<file path="src/rtl/fan_tach_pkg.sv">
package fan_tach_pkg;
  localparam int unsigned CFG_W     = 4;
  localparam int unsigned CFG_FORCE = 3;  // stop at all-ones
  localparam int unsigned CFG_EQ    = 2;  // stop at target
  localparam int unsigned CFG_BELOW = 1;  // stop at target-1
  localparam int unsigned CFG_SRC   = 0;  // consumed outside the channel

  typedef enum logic [1:0] {
    OUT_NONE = 2'd0,
    OUT_CAP  = 2'd1,
    OUT_HIT  = 2'd2,
    OUT_UFL  = 2'd3
  } outcome_e;

  typedef enum logic {
    ST_RUN  = 1'b0,
    ST_DONE = 1'b1
  } meas_st_e;
endpackage

</file>
<file path="src/rtl/fan_tach_sync.sv">
module fan_tach_sync #(
  parameter int unsigned WIDTH  = 2,
  parameter int unsigned STAGES = 2
) (
  input  logic             clk_i,
  input  logic             rst_ni,
  input  logic [WIDTH-1:0] d_i,
  output logic [WIDTH-1:0] q_o
);
  generate
    if (STAGES <= 1) begin : g_single
      logic [WIDTH-1:0] flop_q;
      always_ff @(posedge clk_i or negedge rst_ni) begin
        if (!rst_ni) flop_q <= '0;
        else         flop_q <= d_i;
      end
      assign q_o = flop_q;
    end else begin : g_chain
      logic [STAGES-1:0][WIDTH-1:0] chain_q;
      always_ff @(posedge clk_i or negedge rst_ni) begin
        if (!rst_ni) chain_q <= '0;
        else         chain_q <= {chain_q[STAGES-2:0], d_i};
      end
      assign q_o = chain_q[STAGES-1];
    end
  endgenerate
endmodule

</file>
<file path="src/rtl/fan_tach_edge.sv">
module fan_tach_edge (
  input  logic clk_i,
  input  logic rst_ni,
  input  logic level_i,
  input  logic rise_i,
  output logic edge_o
);
  logic prev_q;

  always_ff @(posedge clk_i or negedge rst_ni) begin
    if (!rst_ni) prev_q <= 1'b0;
    else         prev_q <= level_i;
  end

  assign edge_o = rise_i ? (level_i & ~prev_q) : (~level_i & prev_q);
endmodule

</file>
<file path="src/rtl/fan_tach_cmp.sv">
module fan_tach_cmp
  import fan_tach_pkg::*;
#(
  parameter int unsigned CNT_W = 16
) (
  input  logic [CNT_W-1:0] cnt_i,
  input  logic [CNT_W-1:0] cmp_i,
  input  logic [CFG_W-1:0] cfg_i,
  output logic             stop_o
);
  localparam logic [CNT_W-1:0] CNT_MAX = {CNT_W{1'b1}};
  localparam logic [CNT_W-1:0] ONE     = {{(CNT_W-1){1'b0}}, 1'b1};

  logic at_max, at_eq, at_below;
  logic unused_src;

  assign unused_src = cfg_i[CFG_SRC];
  assign at_max     = (cnt_i == CNT_MAX);
  assign at_eq      = (cnt_i == cmp_i);
  assign at_below   = (|cmp_i) && (cnt_i == (cmp_i - ONE));

  // highest set rule wins; lower rules are not consulted
  always_comb begin
    if (cfg_i[CFG_FORCE])      stop_o = at_max;
    else if (cfg_i[CFG_EQ])    stop_o = at_eq;
    else if (cfg_i[CFG_BELOW]) stop_o = at_below;
    else                       stop_o = 1'b0;
  end
endmodule

</file>
<file path="src/rtl/fan_tach_channel.sv">
module fan_tach_channel
  import fan_tach_pkg::*;
#(
  parameter int unsigned CNT_W       = 16,
  parameter int unsigned SYNC_STAGES = 2
) (
  input  logic             clk_i,
  input  logic             rst_ni,
  input  logic             tick_i,
  input  logic             tach_a_i,
  input  logic             tach_b_i,
  input  logic             tach_sel_i,
  input  logic             mode_meas_i,
  input  logic             chan_en_i,
  input  logic             clk_gate_i,
  input  logic             edge_rise_i,
  input  logic [3:0]       cmp_cfg_i,
  input  logic [CNT_W-1:0] cmp_val_i,
  output logic [CNT_W-1:0] count_o,
  output logic [CNT_W-1:0] capture_o,
  output logic             cap_evt_o,
  output logic             hit_evt_o,
  output logic             ufl_evt_o
);
  localparam int unsigned      NUM_PINS = 2;
  localparam logic [CNT_W-1:0] CNT_MAX  = {CNT_W{1'b1}};
  localparam logic [CNT_W-1:0] ONE      = {{(CNT_W-1){1'b0}}, 1'b1};

  logic [NUM_PINS-1:0] pins_sync;
  logic                sel_level, edge_seen, stop_seen;
  logic                active, running;
  meas_st_e            st_q;
  logic [CNT_W-1:0]    cnt_q, cap_q;
  outcome_e            outc;
  logic                cap_evt_q, hit_evt_q, ufl_evt_q;

  fan_tach_sync #(
    .WIDTH (NUM_PINS),
    .STAGES(SYNC_STAGES)
  ) u_sync (
    .clk_i (clk_i),
    .rst_ni(rst_ni),
    .d_i   ({tach_b_i, tach_a_i}),
    .q_o   (pins_sync)
  );

  assign sel_level = pins_sync[tach_sel_i];

  fan_tach_edge u_edge (
    .clk_i  (clk_i),
    .rst_ni (rst_ni),
    .level_i(sel_level),
    .rise_i (edge_rise_i),
    .edge_o (edge_seen)
  );

  fan_tach_cmp #(
    .CNT_W(CNT_W)
  ) u_cmp (
    .cnt_i (cnt_q),
    .cmp_i (cmp_val_i),
    .cfg_i (cmp_cfg_i),
    .stop_o(stop_seen)
  );

  assign active  = mode_meas_i & chan_en_i & clk_gate_i;
  assign running = active && (st_q == ST_RUN);

  // compare stop beats a same-cycle edge; an edge beats underflow
  always_comb begin
    outc = OUT_NONE;
    if (running) begin
      if (stop_seen)                    outc = OUT_HIT;
      else if (edge_seen)               outc = OUT_CAP;
      else if (tick_i && cnt_q == '0)   outc = OUT_UFL;
    end
  end

  always_ff @(posedge clk_i or negedge rst_ni) begin
    if (!rst_ni) begin
      st_q      <= ST_RUN;
      cnt_q     <= CNT_MAX;
      cap_q     <= '0;
      cap_evt_q <= 1'b0;
      hit_evt_q <= 1'b0;
      ufl_evt_q <= 1'b0;
    end else begin
      cap_evt_q <= (outc == OUT_CAP);
      hit_evt_q <= (outc == OUT_HIT);
      ufl_evt_q <= (outc == OUT_UFL);
      if (!active) begin
        st_q  <= ST_RUN;
        cnt_q <= CNT_MAX;
      end else if (st_q == ST_RUN) begin
        if (outc != OUT_NONE) st_q  <= ST_DONE;
        else if (tick_i)      cnt_q <= cnt_q - ONE;
        if (outc == OUT_CAP)  cap_q <= cnt_q;
      end else if (tick_i) begin
        cnt_q <= CNT_MAX;
        st_q  <= ST_RUN;
      end
    end
  end

  assign count_o   = cnt_q;
  assign capture_o = cap_q;
  assign cap_evt_o = cap_evt_q;
  assign hit_evt_o = hit_evt_q;
  assign ufl_evt_o = ufl_evt_q;
endmodule

</file>
<file path="config.mk">
export PLATFORM = sky130hd
export DESIGN_NAME = fan_tach_channel
export DESIGN_NICKNAME = d
export VERILOG_FILES = /design/src/rtl/fan_tach_pkg.sv /design/src/rtl/fan_tach_sync.sv /design/src/rtl/fan_tach_edge.sv /design/src/rtl/fan_tach_cmp.sv /design/src/rtl/fan_tach_channel.sv
export SDC_FILE = /design/constraint.sdc
export NUM_CORES = 1
export LEC_CHECK = 0
export ABC_CLOCK_PERIOD_IN_PS = 4100
export BUFFER_PORTS_ARGS = -buffer_cell sky130_fd_sc_hd__buf_2
export CAP_MARGIN = 20
export CELL_PAD_IN_SITES_DETAIL_PLACEMENT = 2
export CELL_PAD_IN_SITES_GLOBAL_PLACEMENT = 2
export CORE_MARGIN = 2
export CORE_UTILIZATION = 37
export DETAILED_ROUTE_END_ITERATION = 10
export PLACE_DENSITY_LB_ADDON = 0.1
export SYNTH_ARGS = -nofsm -noshare
export SYNTH_HDL_FRONTEND = slang
export SYNTH_HIERARCHICAL = 1
export SYNTH_SLANG_ARGS = --single-unit
</file>
<file path="constraint.sdc">
create_clock -name clk_i -period 4.1 [get_ports clk_i]
set_input_delay 0.205 -clock clk_i [delete_from_list [all_inputs] [get_ports clk_i]]
set_output_delay 0.205 -clock clk_i [all_outputs]
set_load 0.005 [all_outputs]
</file>
==> impl_summary.txt <==
----------------------------------------------------
[Clocking]
  Clock root buffer ... sky130_fd_sc_hd__clkbuf_8
  Clock latency reported for the late side of the worst-skew pair ... 0.31 ns
  Register clock-pin slew on the reported worst setup and hold paths ... 0.10 ns
  Number of buffers inserted during clock tree synthesis ... 5
  # resized after CTS ... 0
  Bufs on Longest Clock Path ... 2
  Maximum level of the CTS H-tree ... 2
  CTS Sinks ... 41
  Clock tree from TritonCTS ... done

[Yosys]
  Register bit total from synthesis ... 41
  Post-synthesis cell type count ... 65
  Yosys synthesis warning count ... 6
  Main combinational cell family by area after synthesis ... simple AND/OR/NAND/NOR gates
  Share of cell area taken by muxes after synthesis ... 12.6%
  Main area contributors after synthesis ... sky130_fd_sc_hd__dfrtp_1, sky130_fd_sc_hd__dfstp_2, sky130_fd_sc_hd__mux2_4
  Synthesized Nets ... 309
  Yosys top cell by area ... sky130_fd_sc_hd__dfrtp_1
  Xor/xnor share of the synthesized area ... 5.85%
  Seq/Total Area, Yosys ... 36.8%
  Synth Area in Compound Gates ... 10.2%
  Top-area cell type share of the netlist area ... 22.0%
  Mean instance size in the synthesized netlist ... 10.3 sq um
  Post-Syn Instances ... 276
  Post-synthesis share of cell area spent on full adders, half adders and majority gates ... 1.32%
  Mapped Area ... 2840 sq um
  Share of synthesized cell area in and, or, nand and nor gates ... 27.8%

[Die]
  Num rows ... 31
  Starting density of the core ... 38.8%
  Die ar. ... 8400 sq um
  Die Width ... 91.7 um
  Core Region ... 7330 sq um
  I/O pin count ... 65
  Die Y-Extent ... 91.7 um

[Global route]
  Pin count of the biggest net entering global routing ... 42
  Total global routing overflow ... 0
  Number of antenna violations at the first check in global routing ... 0
  Total Routing Usage GR ... 21.7%
  Number of global-route vias before repair ... 2755
  First-pass GRT wire length ... 14600 um

[Placement]
  Final HPWL from detailed placement ... 6400 um
  Number of I/O port buffers ... 63
  Dpl ws ... 0.627 ns
  Cell area after placement ... 3190 sq um
  Last weighted congestion value of the routability-driven placer ... 0.830

[Final layout]
  P&R area growth vs syn ... 16.1%
  Post-layout instance area ... 3300 sq um
  Final Util ... 45.0%
  Layout net count ... 372
  Antenna Diode Count ... 0
  Share of cells above drive strength 1 ... 38.2%

[STA]
  RSZ-0062 raised after global routing ... false
  Clock skew after layout ... 0.0113 ns
  Period minus WS final ... 3.39 ns
  Final Hold Fails ... 0
  Post-route fraction of the period consumed by the critical path ... 82.8%
  Pins over their slew limit ... 0
  Achievable clock frequency ... 295 MHz
  Slew at the pin closest to its max-slew limit ... 0.939 ns
  Total negative slack ... 0 ns
  Final Setup Violations ... 0
  Max-Slew Margin vs Limit ... 37.4%
  Setup WS post-layout ... 0.705 ns

[Power]
  Pleak ... 1.37 nW
  Max rail drop VDD ... 0.118 mV
  Power Dens Cells ... 297 nW/um^2

[Routing]
  Detailed Routing Iterations Pass 1 ... 4
  Wire length reported by the detailed router ... 8610 um
  Number of vias per cell ... 5.61
  Post-route DRC violation count ... 0
  Final ANT Viol Nets ... 0
  Count of vias placed by the detailed router ... 2463
  Avg WL per Cell ... 19.6 um
  Number of DRC markers after the initial detailed-route iteration ... 72

[Critical path]
  Worst setup EP type ... flop
  Worst EP arrival ... 3.63 ns
  Startpoint types ... flop
  R2r startpoint ... count_o[2]
  Worst reg-to-reg path cell count ... 10
  Worst Setup Path Type ... flop to flop
  Crit path required time ... 4.34 ns
  R2r setup slk ... 0.71 ns
  Worst r2r dst ... count_o[1]
  Top fanout value on the critical path ... 10

[Outcome]
  Outcome ... finished, final reports clean

[Job]
  Number of max-cap violations ... 0

[Worst hold path]
  Classification of the worst-slack hold path ... input pin to async pin

----------------------------------------------------
==> cell usage in the layout, fill, tap and decap left out, types with 8 or more instances in the layout <==
cell / Yosys / final
sky130_fd_sc_hd__nand4_1: 11 / 11
sky130_fd_sc_hd__nor2_1: 19 / 19
sky130_fd_sc_hd__nand2_1: 15 / 15
sky130_fd_sc_hd__and3_1: 9 / 9
sky130_fd_sc_hd__mux2_4: 9 / 9
sky130_fd_sc_hd__nand3_1: 9 / 9
sky130_fd_sc_hd__inv_1: 14 / 14
sky130_fd_sc_hd__dfrtp_1: 25 / 25
sky130_fd_sc_hd__xnor2_1: 8 / 8
sky130_fd_sc_hd__mux2_2: 10 / 10
sky130_fd_sc_hd__xor2_1: 11 / 11
sky130_fd_sc_hd__mux2i_1: 10 / 10
sky130_fd_sc_hd__dfstp_2: 16 / 16
sky130_fd_sc_hd__buf_2: 1 / 63
sky130_fd_sc_hd__nor3_1: 9 / 9
sky130_fd_sc_hd__a21oi_1: 10 / 10
==> power by group <==
group / total, mW / leakage (nW) / internal (mW) / switching (mW)
clock: 0.287 / 0.0445 / 0.121 / 0.166
combinational: 0.211 / 0.861 / 0.114 / 0.0969
sequential: 0.482 / 0.468 / 0.456 / 0.0260
==> cell families (layout without fill, tap and decap cells) <==
group	after synthesis	after routing
multiplexers	30	30
flip-flops	41	41
AO/OA/AOI/OAI	39	39
AND/OR/NAND/NOR	120	120
adder cells (fa/ha/maj)	3	3
buffers and inverters	24	88
XOR/XNOR	19	19
==> through the flow <==
stage	hold WS [ns]	power, mW	cells
finish	0.0280	0.981	439
global route	0.0952	1.03	439
CTS	0.0698	0.995	439
detailed placement	0.315	0.704	429
global placement	0.312	0.694	429
floorplan	-0.0906	0.601	276
==> flip-flops by register name (all words and copies together), names as in the netlist <==
signal,count
u_sync/q_o,2
st_q,1
count_o,16
u_sync/g_chain.chain_q,2
hit_evt_o,1
cap_evt_o,1
ufl_evt_o,1
capture_o,16
u_edge/prev_q,1
==> Yosys cell counts, drive strengths merged <==
| library cell | count |
|---|---|
| a2111oi | 3 |
| a211oi | 5 |
| a21oi | 10 |
| a22oi | 1 |
| a311oi | 1 |
| a31o | 1 |
| a31oi | 1 |
| and2 | 4 |
| and3 | 10 |
| and4 | 2 |
| and4b | 1 |
| buf | 9 |
| clkbuf | 1 |
| dfrtp | 25 |
| dfstp | 16 |
| ha | 3 |
| inv | 14 |
| mux2 | 20 |
| mux2i | 10 |
| nand2 | 15 |
| nand2b | 5 |
| nand3 | 9 |
| nand3b | 2 |
| nand4 | 12 |
| nand4b | 2 |
| nor2 | 21 |
| nor2b | 1 |
| nor3 | 9 |
| nor3b | 3 |
| nor4 | 13 |
| nor4b | 2 |
| o2111ai | 1 |
| o211ai | 1 |
| o21a | 1 |
| o21ai | 8 |
| o221ai | 1 |
| o2bb2ai | 1 |
| o31ai | 4 |
| or2 | 2 |
| or2b | 1 |
| or3 | 2 |
| or4 | 4 |
| xnor2 | 8 |
| xor2 | 11 |
==> critical path, cell delays in order, from the launching register on <==
cell and delay, ns:
sky130_fd_sc_hd__dfstp_2 0.69, sky130_fd_sc_hd__xor2_1 0.24, sky130_fd_sc_hd__xor2_1 0.12, sky130_fd_sc_hd__nor4_2 0.27
sky130_fd_sc_hd__o211ai_1 0.14, sky130_fd_sc_hd__nor4_1 0.31, sky130_fd_sc_hd__a31o_1 0.42, sky130_fd_sc_hd__nor2_1 0.13
sky130_fd_sc_hd__nand2_1 0.33, sky130_fd_sc_hd__o2bb2ai_1 0.29, sky130_fd_sc_hd__mux2_2 0.38
==> how the worst max path moves through the flow <==
stage	startpoint	to	slack, ns	cells past startpoint
2_1_floorplan	count_o[2]	count_o[1]	1.30	10
3_3_place_gp	cmp_val_i[0]	count_o[1]	0.82	13
3_5_place_dp	cmp_val_i[1]	count_o[1]	0.63	13
4_1_cts	count_o[2]	count_o[1]	0.71	10
5_1_grt	count_o[2]	count_o[1]	0.36	10
6_report	count_o[2]	count_o[1]	0.71	10
==> per-layer routing <==
layer | part of all wire, % | global-route usage (%) | vias up
met5 | 0 | 0 | -
met4 | 0.79 | 5.05 | 0
met3 | 3.9 | 3.29 | 10
met2 | 48 | 36.8 | 58
met1 | 47 | 29.1 | 1246
li1 | - | - | 1149
==> timing repair <==
item / CTS / global route
buffers inserted: 0 / 0
endpoints found under the hold margin: 2 / 0
hold buffers: 2 / 0
==> final cells by class <==
cell class / instances / area [sq um]
well taps: 99 / 124
repair buffers: 66 / 343
clock buffers: 5 / 68.8
clock inverters: 3 / 21.3
inverters: 14 / 52.6
flip-flops and latches: 41 / 1050
fillers: 826 / 4030
multi-input cells: 211 / 1640
(Power assumes the default switching activity.)
